### config.mk
export PLATFORM = sky130hd
export DESIGN_NAME = mbist_ctrl
export DESIGN_NICKNAME = d
export VERILOG_FILES = /design/src/rtl/mbist_pkg.sv /design/src/rtl/mbist_addr_gen.sv /design/src/rtl/mbist_seq.sv /design/src/rtl/mbist_cmp.sv /design/src/rtl/mbist_ctrl.sv
export SDC_FILE = /design/constraint.sdc
export NUM_CORES = 1
export LEC_CHECK = 0
export ABC_CLOCK_PERIOD_IN_PS = 2700
export BUFFER_PORTS_ARGS = -buffer_cell sky130_fd_sc_hd__buf_4
export CAP_MARGIN = 30
export CELL_PAD_IN_SITES_DETAIL_PLACEMENT = 1
export CELL_PAD_IN_SITES_GLOBAL_PLACEMENT = 1
export CORE_UTILIZATION = 34
export CTS_CLUSTER_DIAMETER = 50
export DETAILED_ROUTE_END_ITERATION = 6
export PLACE_DENSITY_LB_ADDON = 0.25
export SLEW_MARGIN = 20
export SYNTH_ARGS = -nofsm -noshare
export SYNTH_HDL_FRONTEND = slang
export SYNTH_SLANG_ARGS = --single-unit
### constraint.sdc
create_clock -name clk -period 2.7 [get_ports clk]
set_input_delay 0.135 -clock clk [delete_from_list [all_inputs] [get_ports clk]]
set_output_delay 0.135 -clock clk [all_outputs]
set_load 0.02 [all_outputs]
### src/rtl/mbist_pkg.sv
package mbist_pkg;

    typedef enum logic [1:0] {
        ST_IDLE  = 2'd0,
        ST_RUN   = 2'd1,
        ST_FLUSH = 2'd2
    } seq_state_e;

    // One memory operation of a march element: read or write, and background bit.
    typedef struct packed {
        logic is_rd;
        logic bg;
    } march_op_t;

    // A march element: traversal direction, operation count, and its operations.
    typedef struct packed {
        logic      down;
        logic      two_ops;
        march_op_t op0;
        march_op_t op1;
    } march_elem_t;

    // Command presented to the memory in one cycle.
    typedef struct packed {
        logic we;
        logic re;
        logic bg;
    } mem_cmd_t;

    localparam int unsigned NUM_ELEMS = 6;
    localparam logic [2:0]  LAST_ELEM = 3'(NUM_ELEMS - 1);

    function automatic march_elem_t elem_desc(input logic [2:0] idx);
        march_elem_t d;
        case (idx)
            3'd0:    d = '{down: 1'b0, two_ops: 1'b0, op0: '{1'b0, 1'b0}, op1: '{1'b0, 1'b0}};
            3'd1:    d = '{down: 1'b0, two_ops: 1'b1, op0: '{1'b1, 1'b0}, op1: '{1'b0, 1'b1}};
            3'd2:    d = '{down: 1'b0, two_ops: 1'b1, op0: '{1'b1, 1'b1}, op1: '{1'b0, 1'b0}};
            3'd3:    d = '{down: 1'b1, two_ops: 1'b1, op0: '{1'b1, 1'b0}, op1: '{1'b0, 1'b1}};
            3'd4:    d = '{down: 1'b1, two_ops: 1'b1, op0: '{1'b1, 1'b1}, op1: '{1'b0, 1'b0}};
            default: d = '{down: 1'b0, two_ops: 1'b0, op0: '{1'b1, 1'b0}, op1: '{1'b0, 1'b0}};
        endcase
        return d;
    endfunction

    function automatic logic [2:0] next_elem(input logic [2:0] idx);
        return 3'(idx + 3'd1);
    endfunction

endpackage

### src/rtl/mbist_addr_gen.sv
module mbist_addr_gen #(
    parameter int unsigned DEPTH = 1024,
    localparam int unsigned AW   = (DEPTH > 1) ? $clog2(DEPTH) : 1
) (
    input  logic          clk,
    input  logic          rst,
    input  logic          load,
    input  logic          load_down,
    input  logic          step,
    output logic [AW-1:0] addr_o,
    output logic          last_o
);
    localparam logic [AW-1:0] TOP_ADDR = AW'(DEPTH - 1);

    logic [AW-1:0] addr_q;
    logic          down_q;

    always_ff @(posedge clk) begin
        if (rst) begin
            addr_q <= '0;
            down_q <= 1'b0;
        end else if (load) begin
            addr_q <= load_down ? TOP_ADDR : '0;
            down_q <= load_down;
        end else if (step) begin
            addr_q <= down_q ? AW'(addr_q - 1'b1) : AW'(addr_q + 1'b1);
        end
    end

    assign addr_o = addr_q;
    assign last_o = down_q ? (addr_q == '0) : (addr_q == TOP_ADDR);

    // address never leaves the memory
    p_addr_in_range_r11: assert property (@(posedge clk) disable iff (rst)
        {1'b0, addr_q} < (AW+1)'(DEPTH))
        else $error("address out of range");

    // each step moves one word in the current direction
    p_step_by_one_r3: assert property (@(posedge clk) disable iff (rst)
        (step && !load) |=> (addr_q == ($past(down_q) ? AW'($past(addr_q) - 1'b1)
                                                      : AW'($past(addr_q) + 1'b1))))
        else $error("address step wrong");

endmodule

### src/rtl/mbist_seq.sv
module mbist_seq
    import mbist_pkg::*;
#(
    parameter int unsigned DEPTH = 1024,
    localparam int unsigned AW   = (DEPTH > 1) ? $clog2(DEPTH) : 1
) (
    input  logic          clk,
    input  logic          rst,
    input  logic          start_i,
    output logic          launch_o,
    output logic          busy_o,
    output logic          flush_o,
    output mem_cmd_t      cmd_o,
    output logic [AW-1:0] addr_o
);
    seq_state_e  state_q;
    logic [2:0]  elem_q;
    logic        op_q;
    march_elem_t desc;
    march_op_t   cur_op;
    logic        run;
    logic        addr_done;
    logic        ag_last;
    logic        ag_load;
    logic        ag_load_down;
    logic        ag_step;

    assign desc      = elem_desc(elem_q);
    assign cur_op    = op_q ? desc.op1 : desc.op0;
    assign run       = (state_q == ST_RUN);
    assign launch_o  = (state_q == ST_IDLE) && start_i;
    assign addr_done = !desc.two_ops || op_q;

    assign ag_load      = launch_o || (run && addr_done && ag_last && elem_q != LAST_ELEM);
    assign ag_load_down = launch_o ? 1'b0 : elem_desc(next_elem(elem_q)).down;
    assign ag_step      = run && addr_done && !ag_last;

    mbist_addr_gen #(.DEPTH(DEPTH)) i_addr_gen (
        .clk       (clk),
        .rst       (rst),
        .load      (ag_load),
        .load_down (ag_load_down),
        .step      (ag_step),
        .addr_o    (addr_o),
        .last_o    (ag_last)
    );

    always_ff @(posedge clk) begin
        if (rst) begin
            state_q <= ST_IDLE;
            elem_q  <= '0;
            op_q    <= 1'b0;
        end else begin
            case (state_q)
                ST_IDLE: begin
                    if (start_i) begin
                        state_q <= ST_RUN;
                        elem_q  <= '0;
                        op_q    <= 1'b0;
                    end
                end
                ST_RUN: begin
                    if (!addr_done) begin
                        op_q <= 1'b1;
                    end else begin
                        op_q <= 1'b0;
                        if (ag_last) begin
                            if (elem_q == LAST_ELEM) state_q <= ST_FLUSH;
                            else                     elem_q  <= next_elem(elem_q);
                        end
                    end
                end
                default: state_q <= ST_IDLE;
            endcase
        end
    end

    always_comb begin
        cmd_o    = '0;
        if (run) begin
            cmd_o.re = cur_op.is_rd;
            cmd_o.we = !cur_op.is_rd;
            cmd_o.bg = cur_op.bg;
        end
    end

    assign busy_o  = (state_q != ST_IDLE);
    assign flush_o = (state_q == ST_FLUSH);

    // never read and write in the same cycle
    p_single_access_r2: assert property (@(posedge clk) disable iff (rst)
        !(cmd_o.we && cmd_o.re))
        else $error("read and write together");

    // elements only advance one at a time during a run
    p_elem_order_r3: assert property (@(posedge clk) disable iff (rst)
        (run && $past(run) && elem_q != $past(elem_q)) |-> (elem_q == next_elem($past(elem_q))))
        else $error("element skipped");

    // a start during a run does not rewind the element
    p_start_ignored_r10: assert property (@(posedge clk) disable iff (rst)
        (run && start_i) |=> (elem_q >= $past(elem_q)))
        else $error("start restarted a busy run");

endmodule

### src/rtl/mbist_cmp.sv
module mbist_cmp #(
    parameter int unsigned WIDTH = 32
) (
    input  logic             clk,
    input  logic             rst,
    input  logic             clr,
    input  logic             rd_issue,
    input  logic             rd_bg,
    input  logic [WIDTH-1:0] rdata,
    output logic             fail_o
);
    logic vld_q;
    logic exp_q;
    logic fail_q;
    logic mismatch;

    assign mismatch = vld_q && (rdata != {WIDTH{exp_q}});

    always_ff @(posedge clk) begin
        if (rst) begin
            vld_q  <= 1'b0;
            exp_q  <= 1'b0;
            fail_q <= 1'b0;
        end else begin
            vld_q <= rd_issue;
            exp_q <= rd_bg;
            if (clr)           fail_q <= 1'b0;
            else if (mismatch) fail_q <= 1'b1;
        end
    end

    assign fail_o = fail_q;

    // fail stays set until a new start clears it
    p_fail_sticky_r9: assert property (@(posedge clk) disable iff (rst)
        (fail_q && !clr) |=> fail_q)
        else $error("fail flag dropped");

    // a mismatching returned word always raises fail
    p_mismatch_sets_fail_r5: assert property (@(posedge clk) disable iff (rst)
        (vld_q && !clr && rdata != {WIDTH{exp_q}}) |=> fail_q)
        else $error("mismatch missed");

endmodule

### src/rtl/mbist_ctrl.sv
module mbist_ctrl
    import mbist_pkg::*;
#(
    parameter int unsigned DEPTH = 1024,
    parameter int unsigned WIDTH = 32,
    localparam int unsigned AW   = (DEPTH > 1) ? $clog2(DEPTH) : 1
) (
    input  logic             clk,
    input  logic             rst,
    input  logic             start_i,
    output logic [AW-1:0]    mem_addr_o,
    output logic             mem_re_o,
    output logic             mem_we_o,
    output logic [WIDTH-1:0] mem_wdata_o,
    input  logic [WIDTH-1:0] mem_rdata_i,
    output logic             busy_o,
    output logic             done_o,
    output logic             fail_o
);
    mem_cmd_t cmd;
    logic     launch;
    logic     flush;
    logic     done_q;

    mbist_seq #(.DEPTH(DEPTH)) i_seq (
        .clk      (clk),
        .rst      (rst),
        .start_i  (start_i),
        .launch_o (launch),
        .busy_o   (busy_o),
        .flush_o  (flush),
        .cmd_o    (cmd),
        .addr_o   (mem_addr_o)
    );

    mbist_cmp #(.WIDTH(WIDTH)) i_cmp (
        .clk      (clk),
        .rst      (rst),
        .clr      (launch),
        .rd_issue (cmd.re),
        .rd_bg    (cmd.bg),
        .rdata    (mem_rdata_i),
        .fail_o   (fail_o)
    );

    always_ff @(posedge clk) begin
        if (rst)         done_q <= 1'b0;
        else if (launch) done_q <= 1'b0;
        else if (flush)  done_q <= 1'b1;
    end

    assign mem_re_o    = cmd.re;
    assign mem_we_o    = cmd.we;
    assign mem_wdata_o = {WIDTH{cmd.bg}};
    assign done_o      = done_q;

    // memory untouched while idle
    p_idle_quiet_r1: assert property (@(posedge clk) disable iff (rst)
        !busy_o |-> (!mem_re_o && !mem_we_o))
        else $error("access while idle");

    // done and busy never overlap
    p_done_not_busy_r9: assert property (@(posedge clk) disable iff (rst)
        done_o |-> !busy_o)
        else $error("done while busy");

    // done rises only after the drain cycle
    p_done_after_flush_r2: assert property (@(posedge clk) disable iff (rst)
        $rose(done_o) |-> $past(flush))
        else $error("done without drain");

endmodule

Word-level counts from Yosys, hierarchy flattened --
Index checks and enable logic that the tools add are counted.
Storage, ports and cells: register bits 21
Operators by class: add/subtract/negate cells 3, eq/ne operators 19, reductions and logical operators 22, multiplexer cells 23
Operators by type and width (count):
- $mux 10 | 4
- $ne 32x32->1 | 1
- $pmux 6 s5 | 1
- $pmux 5 s5 | 1
- $mux 3 | 5
- $eq 3x2->1 const B | 4
- $add 10x1->10 const B | 1
- $eq 10x10->1 const B | 1
- $logic_not 10->1 | 1
- $mux 2 | 5
- $ne 2x2->1 const B | 5
- $sub 10x1->10 const B | 1
- $eq 3x3->1 const B | 3
- $eq 3x1->1 const B | 2
- $logic_and 1x1->1 | 6
- $logic_not 3->1 | 2
- $pmux 3 s2 | 1
- $reduce_bool 2->1 | 3
- $reduce_and 5->1 | 1
- $mux 1 | 4
- $pmux 2 s2 | 1
- $reduce_and 4->1 | 1
- $add 3x1->3 const B | 1
- $logic_not 1->1 | 3
- other kinds (8) | 9

Longest topological paths before layout --
Gate-level depths: netlist of run 1.
depth after elaboration 9, depth in mapped cells 10, gate-level depth less buffers 7

Modules after synthesis --
From an unflattened synthesis of run 1, not the netlist that was laid out.
Second synthesis, totals: cell total of the unflattened synthesis 238, area total of the unflattened synthesis 1919.3 sq um
Modules (own cells, without submodules):
- mbist_addr_gen | area each 870.8 sq um, cells each 104, times used 1, seq. area each 220.2 sq um
- mbist_seq | area each 501.7 sq um, cells each 57, times used 1, seq. area each 120.1 sq um
- mbist_cmp | area each 280.3 sq um, cells each 43, times used 1, seq. area each 60.1 sq um
- mbist_ctrl | area each 266.5 sq um, cells each 34, times used 1, seq. area each 20.0 sq um

Worst setup path after synthesis of run 1 --
OpenSTA, ideal clock, no wires.
path kind register -> register, start point reg i_seq.i_addr_gen.down_q, end point reg i_seq.i_addr_gen.addr_q[5] (netlist: i_seq.i_addr_gen.addr_o[5]), path buffers 0, data required time 2.604 ns, cell stages (with the launch flop) 7, arrival 2.164 ns, path slack 0.440 ns, cells stage by stage dfxtp_1 > ha_1 > and3_1 > a2111oi_0 > xnor2_1 > nand3_1 > a221oi_1
Between the ends: cells in the longest elaborated chain, start to end 5, elaborated cells on any way between the ends 10
RTL lines:
- start, declared | RTL line mbist_addr_gen.sv:16 | logic down_q;
- start signal, assigned | RTL line mbist_addr_gen.sv:24 | down_q <= load_down;
- $mux 1 | RTL line mbist_addr_gen.sv:31 | assign last_o = down_q ? (addr_q == '0) : (addr_q == TOP_ADDR);
- $logic_and 1x1->1 (2 in series) | RTL line mbist_seq.sv:34 | assign ag_load = launch_o || (run && addr_done && ag_last && elem_q != LAST_ELEM);
- $logic_or 1x1->1 | RTL line mbist_seq.sv:34
- $mux 10 or $reduce_bool 2->1 (tied branches)
- end signal, assigned | RTL line mbist_addr_gen.sv:23 | addr_q <= load_down ? TOP_ADDR : '0;
- end signal, assigned | RTL line mbist_addr_gen.sv:26 | addr_q <= down_q ? AW'(addr_q - 1'b1) : AW'(addr_q + 1'b1);
- end, declared | RTL line mbist_addr_gen.sv:15 | logic [AW-1:0] addr_q;
Parallel ways exist; a longest one is shown, timed or not. The select of a mux whose other input is x is not followed. A chain may end at the register's enable or synchronous reset.

Worst setup path in the final report of run 1 --
start point reg i_seq.elem_q[0], end point reg i_seq.i_addr_gen.down_q
Between the ends: cells in the longest elaborated chain, start to end 8, elaborated cells on any way between the ends 21
RTL lines:
- start, declared | RTL line mbist_seq.sv:17 | logic [2:0] elem_q;
- start signal, assigned | RTL line mbist_seq.sv:69 | else elem_q <= next_elem(elem_q);
- branches (longest 8 deep; another with $add 3x1->3)
Several ways; the timed one is not identified.

==> results of run 1 <==
-- final cells by class --
cell class,count,area share
flip-flops and latches,21,0.1700
inverters,17,0.02581
clock inverters,1,0.002024
well taps,72,0.03644
multi-input cells,177,0.4787
clock buffers,3,0.01670
repair buffers,88,0.2702
-- kinds of logic (layout without fill, tap and decap cells) --
kind of cell / count (synthesis) / in the layout
XOR/XNOR: 4 / 4
AND/OR/NAND/NOR: 93 / 93
buffers and inverters: 58 / 109
AO/OA/AOI/OAI: 64 / 64
flip-flops: 21 / 21
multiplexers: 2 / 2
adder cells (fa/ha/maj): 14 / 14
-- worst reg2reg max path: stages (launching register included) --
cell	delay (ns)
dfxtp_1	0.41
inv_1	0.10
ha_1	0.24
or3_1	0.39
a311o_1	0.39
a221o_2	0.44
buf_4	0.20
mux2i_1	0.12
nor3_1	0.16
-- synthesized netlist by cell type (6+ instances only) --
cell / instances / share of area
nand2_1: 9 / 0.017
o21ai_0: 10 / 0.026
nor2_1: 12 / 0.023
nor3_1: 12 / 0.031
ha_1: 13 / 0.084
nand3_1: 19 / 0.049
a221oi_1: 9 / 0.041
dfxtp_1: 21 / 0.22
a21o_1: 7 / 0.027
buf_4: 32 / 0.12
nor4_1: 7 / 0.023
inv_1: 17 / 0.033
or3_1: 6 / 0.019
nand4_1: 8 / 0.026
a21oi_1: 12 / 0.031
-- per-layer routing --
metal,global-route usage,share of wire
met1,0.2429,0.47
met2,0.3159,0.45
met3,0.04588,0.065
met4,0.04340,0.0080
met5,0,0
-- per-stage QoR --
step	std cells	hold slack (ns)	instance area, sq um	power (mW)	utilization
global route	379	0.1935	2472	0.8772	0.4490
CTS	378	0.1784	2456	0.8363	0.4460
floorplan	256	0.3691	1944	0.5009	-
detailed placement	374	0.4582	2410	0.6236	0.4376
global placement	374	0.4565	2410	0.6168	0.4376
finish	379	0.1881	2472	0.8269	0.4490
-- path summary, 6_finish.rpt --
kind                            slack, ns                                    to  cells after the start
worst max register to register       0.18  i_seq.i_addr_gen.down_q$_SDFFE_PP0P_                      8
worst min register to register       0.47             i_cmp.fail_o$_SDFFE_PP0P_                      1
worst min-delay path                 0.19               i_seq.op_q$_SDFFE_PP0P_                      2
worst max-delay path                 0.18  i_seq.i_addr_gen.down_q$_SDFFE_PP0P_                      8
-- repair_timing --
item,in CTS,in global routing
resized for setup,0,1
endpoints found under the setup margin,0,1
hold endpoints to repair,0,0
-- power groups by stage --
| stage | clock network [mW] | registers, mW | logic, mW |
|---|---|---|---|
| floorplan | 0 | 0.378 | 0.123 |
| global placement | 0 | 0.368 | 0.248 |
| detailed placement | 0 | 0.369 | 0.255 |
| CTS | 0.218 | 0.362 | 0.256 |
| global route | 0.231 | 0.366 | 0.280 |
| finish | 0.210 | 0.362 | 0.255 |
==> impl_metrics.env, run 1 <==
export IMPL_synth_top_family_by_area="simple AND/OR/NAND/NOR gates"
export IMPL_start_util=0.3531
export IMPL_post_cts_buffers=0
export IMPL_setup_tns_ns=0
export IMPL_synth_edf_count=0
export IMPL_grt_pass1_wl_um=9142
export IMPL_hold_violations=0
export IMPL_ys_seq_area_frac=0.2162
export IMPL_clock_tree_buffer_depth=2
export IMPL_vdd_drop_max_mv=0.2699
export IMPL_antenna_found_initial=0
export IMPL_maxSlewHeadroom=0.5437
export IMPL_seqCellArea_sq_um=420.4
export IMPL_nFillCells=702
export IMPL_ys_seq_elements=21
export IMPL_die_height_um=77.62
export IMPL_setup_ws_ns=0.1822
export IMPL_nNetsFinal=357
export IMPL_hpwlAfterDp_um=4423
export IMPL_htree_num_levels=1
export IMPL_clkTransAtPathRegs_ns=0.08
export IMPL_drt_iter0_markers=31
export IMPL_finalCriticalPeriod_ns=2.518
export IMPL_path_class="reg2reg"
export IMPL_wl_per_cell_um=15.11
export IMPL_gp_congestion=0.8032
export IMPL_drv_slew=0
export IMPL_power_share_combinational=0.308
export IMPL_syn_area_sq_mm=0.001944
export IMPL_synth_adder_area_share=0.09395
export IMPL_vias=2034
export IMPL_synthArstFlopShare=0
export IMPL_overflow=0
export IMPL_firstDrtPassIters=4
export IMPL_power_density_mw_per_mm2=334.5
export IMPL_cp_end_kind="flop"
export IMPL_worstMarginPinSlew_ns=0.6844
export IMPL_largest_reg_flops=10
export IMPL_setup_viol=0
export IMPL_detail_route_antenna_nets=0
export IMPL_dieArea_sq_mm=0.006025
export IMPL_p_leak_nw=1.154
export IMPL_cts_sinks=21
export IMPL_synth_mux_area_frac=0.01030
export IMPL_syn_inst=256
export IMPL_diodes=0
export IMPL_tritoncts="done"
export IMPL_synthFlopType="dfxtp_1"
export IMPL_clock_fmax_mhz=397.2
export IMPL_num_rows=27
export IMPL_crit_fanout=12
export IMPL_io_buffers=81
export IMPL_crit_arrival_ns=2.71
export IMPL_mostFrequentLayoutCells="buf_4 (87), dfxtp_1 (21), nand3_1 (19)"
export IMPL_p_int_uw=551.6
export IMPL_min_from="rst"
export IMPL_outcome="complete, no violations"
export IMPL_cap_violations=0
export IMPL_synth_nets=305
export IMPL_syn_avg_cell_area_sq_um=7.595
export IMPL_finalCritPeriodShare=0.9325
export IMPL_insertion_delay_ns=0.27
export IMPL_track_usage=0.1888
export IMPL_drive_gt1_frac=0.3094
export IMPL_multi_input_area_sq_mm=0.001184
export IMPL_cp_buffers_inverters=2
export IMPL_cts_root_buf="clkbuf_8"
export IMPL_coreArea_sq_mm=0.005507
export IMPL_critPathLaunchType="flop"
export IMPL_cp_top_family="compound AO/OA/AOI/OAI gates"
export IMPL_synthSimpleGateAreaFrac=0.2568
export IMPL_synth_xor_area_frac=0.01802
export IMPL_viasPerCell=5.367
export IMPL_path_cells="inv_1 > ha_1 > or3_1 > a311o_1 > a221o_2 > buf_4 > mux2i_1 > nor3_1"
export IMPL_yosys_warnings=0
export IMPL_swShare=0.3330
export IMPL_slowest_stage="a221o_2"
export IMPL_first_global_vias=1846
export IMPL_holdBufCountCts=0
export IMPL_slowest_delay_ns=0.44
export IMPL_cp_startpoint="i_seq.elem_q[0]$_SDFFE_PP0P_"
export IMPL_fin_skew_ns=0.009033
export IMPL_route_detailed_drc=0
export IMPL_die_w_um=77.62
export IMPL_place_ws_ns=0.1759
export IMPL_r2r_start="i_seq.elem_q[0]$_SDFFE_PP0P_"
export IMPL_clkPwrFrac=0.255
export IMPL_pwr_share_seq=0.438
export IMPL_synth_compound_area_frac=0.2291
export IMPL_hold_class="in2reg"
export IMPL_io_pins=82
export IMPL_routed_wirelength_um=5727
export IMPL_synth_cell_type_count=45
export IMPL_cts_inserted_buffers=3
export IMPL_layout_commonest_cell="buf_4"
export IMPL_rsz0062_at_grt="false"
export IMPL_p_sw_uw=275.3
export IMPL_grt_max_degree=33
export IMPL_critical_path_required_ns=2.89
export IMPL_syn2layout_area_growth_pct=27.16
(Power assumes the default switching activity.)
==> run 2: changes to the inputs <==
--- a/config.mk
+++ b/config.mk
@@ -11,4 +11,5 @@
 export CELL_PAD_IN_SITES_DETAIL_PLACEMENT = 1
 export CELL_PAD_IN_SITES_GLOBAL_PLACEMENT = 1
+export CORE_MARGIN = 3
 export CORE_UTILIZATION = 34
 export CTS_CLUSTER_DIAMETER = 50
==> constraint.sdc (replaced) <==
create_clock -name clk -period 2.7 [get_ports clk]
set_input_delay 0.27 -clock clk [delete_from_list [all_inputs] [get_ports clk]]
set_output_delay 0.27 -clock clk [all_outputs]
set_load 0.02 [all_outputs]
==> run 2 against run 1 <==
Die area increased by 11%. Cell area fell by 0.56%. Via count fell by 0.39%. Critical path depth down 1. Total power rose by 0.35%. Core utilization increased by 1.5 points. Critical path type is now reg2out.
==> impl_metrics.env, run 2 (synthesis gave the netlist of run 1 again) <==
export IMPL_worstMarginPinSlew_ns=0.6457
export IMPL_syn2layout_area_growth_pct=26.45
export IMPL_p_total_uw=829.8
export IMPL_die_w_um=81.62
export IMPL_p_leak_nw=1.143
export IMPL_worstHoldEndpoint="i_seq.elem_q[0]$_SDFFE_PP0P_"
export IMPL_viasPerCell=5.388
export IMPL_io_pins=82
export IMPL_nNetsFinal=356
export IMPL_critPathLaunchType="flop"
export IMPL_coreArea_sq_mm=0.005303
export IMPL_cp_end_kind="primary output"
export IMPL_start_util=0.3667
export IMPL_critical_path_required_ns=2.43
export IMPL_insertion_delay_ns=0.27
export IMPL_path_class="reg2out"
export IMPL_vdd_drop_max_mv=0.2412
export IMPL_grt_max_degree=33
export IMPL_die_height_um=81.62
export IMPL_cts_root_buf="clkbuf_8"
export IMPL_crit_fanout=32
export IMPL_clock_fmax_mhz=404.0
export IMPL_first_global_vias=1942
export IMPL_swShare=0.3341
export IMPL_min_from="rst"
export IMPL_r2r_end="i_seq.i_addr_gen.down_q$_SDFFE_PP0P_"
export IMPL_drt_iter0_markers=41
export IMPL_r2r_start="i_seq.elem_q[0]$_SDFFE_PP0P_"
export IMPL_outcome="complete, no violations"
export IMPL_p_int_uw=552.6
export IMPL_rsz0062_at_grt="false"
export IMPL_num_rows=26
export IMPL_hold_class="in2reg"
export IMPL_setup_tns_ns=0
export IMPL_hold_violations=0
export IMPL_vias=2026
export IMPL_finalCriticalPeriod_ns=2.476
export IMPL_power_share_combinational=0.303
export IMPL_nFillCells=669
export IMPL_maxSlewHeadroom=0.5695
export IMPL_wl_per_cell_um=15.12
export IMPL_drv_slew=0
export IMPL_gp_congestion=0.8028
export IMPL_crit_arrival_ns=2.21
export IMPL_route_detailed_drc=0
export IMPL_cap_violations=0
export IMPL_power_density_mw_per_mm2=337.5
export IMPL_tritoncts="done"
export IMPL_finalNonFillerCells=376
export IMPL_hpwlAfterDp_um=4512
export IMPL_io_buffers=81
export IMPL_cts_sinks=21
export IMPL_holdBufCountCts=0
export IMPL_reg2regPathDepth=8
export IMPL_antenna_found_initial=0
export IMPL_diodes=0
export IMPL_largest_reg_flops=10
export IMPL_detail_route_antenna_nets=0
export IMPL_overflow=0
export IMPL_routed_wirelength_um=5686
export IMPL_whs_ns=0.3261
export IMPL_finalCritPeriodShare=0.9169
export IMPL_pwr_share_seq=0.435
export IMPL_dp_cells=372
export IMPL_firstDrtPassIters=4
export IMPL_track_usage=0.1650
export IMPL_cts_inserted_buffers=3
export IMPL_r2r_setup_slack_ns=0.23
export IMPL_layout_commonest_cell="buf_4"
export IMPL_postLayoutCoreUtil=0.4637
export IMPL_p_sw_uw=277.2
export IMPL_dieArea_sq_mm=0.006662
export IMPL_hold_depth=2
export IMPL_htree_num_levels=1
export IMPL_clkPwrFrac=0.262
export IMPL_setup_viol=0
export IMPL_clock_tree_buffer_depth=2
export IMPL_grt_pass1_wl_um=8832
export IMPL_clkTransAtPathRegs_ns=0.09
export IMPL_mostFrequentLayoutCells="buf_4 (87), dfxtp_1 (21), nand3_1 (19)"
export IMPL_fin_skew_ns=0.01030
export IMPL_drive_gt1_frac=0.3072
==> run 2: through the flow <==
stage          worst slack (ns)  area, sq um
2_1_floorplan            0.4402         1944
3_3_place_gp             0.2760         2407
3_5_place_dp             0.2186         2407
4_1_cts                  0.2038         2457
5_1_grt                 0.01489         2459
6_report                 0.2245         2459
==> run 2: final cells by class <==
cell class / instances / area [sq um] / share of cell area
timing repair buffer: 87 / 653.1 / 0.2656
inverter: 17 / 63.81 / 0.02595
clock buffer: 3 / 41.29 / 0.01679
multi-input combinational: 177 / 1185 / 0.4819
sequential: 21 / 420.4 / 0.1710
clock inverter: 1 / 7.507 / 0.003053
tap: 70 / 87.58 / 0.03562
==> run 2: metal layers <==
metal	up-vias	track usage	part of all wire
met5	-	0	0
met4	0	0.02990	0.0067
met3	5	0.03289	0.099
met2	67	0.2923	0.44
met1	938	0.2082	0.45
li1	1016	-	-
==> run 2: timing repair <==
action                                  in CTS  in global routing
cloned                                       0                  0
endpoints found under the setup margin      32                  1
hold endpoints to repair                     0                  0
gates resized for setup                      1                  1
buffers inserted                             0                  0
==> run 2: worst max-delay path, stage by stage, from the launching register on <==
cell and delay, ns:
dfxtp_1 0.51, inv_1 0.11, ha_1 0.25, and2_1 0.17, a31oi_1 0.13, o21ai_0 0.13, and2_2 0.39, buf_4 0.24
==> run 2: worst max-delay path by stage <==
stage / from / to
2_1_floorplan: i_seq.i_addr_gen.down_q$_SDFFE_PP0P_ / i_seq.i_addr_gen.addr_o[5]$_SDFFE_PP0P_
3_3_place_gp: i_seq.i_addr_gen.down_q$_SDFFE_PP0P_ / i_seq.i_addr_gen.addr_o[5]$_SDFFE_PP0P_
3_5_place_dp: i_seq.elem_q[0]$_SDFFE_PP0P_ / i_seq.i_addr_gen.down_q$_SDFFE_PP0P_
4_1_cts: i_seq.i_addr_gen.down_q$_SDFFE_PP0P_ / i_seq.i_addr_gen.addr_o[5]$_SDFFE_PP0P_
5_1_grt: i_seq.elem_q[2]$_SDFFE_PP0P_ / mem_wdata_o[18]
6_report: i_seq.elem_q[2]$_SDFFE_PP0P_ / mem_wdata_o[18]
==> run 2: power by group through the flow <==
stage	clock (mW)	sequential (mW)	combinational [mW]
floorplan	0	0.378	0.123
global placement	0	0.368	0.248
detailed placement	0	0.369	0.252
CTS	0.226	0.362	0.254
global route	0.236	0.366	0.279
finish	0.218	0.361	0.251
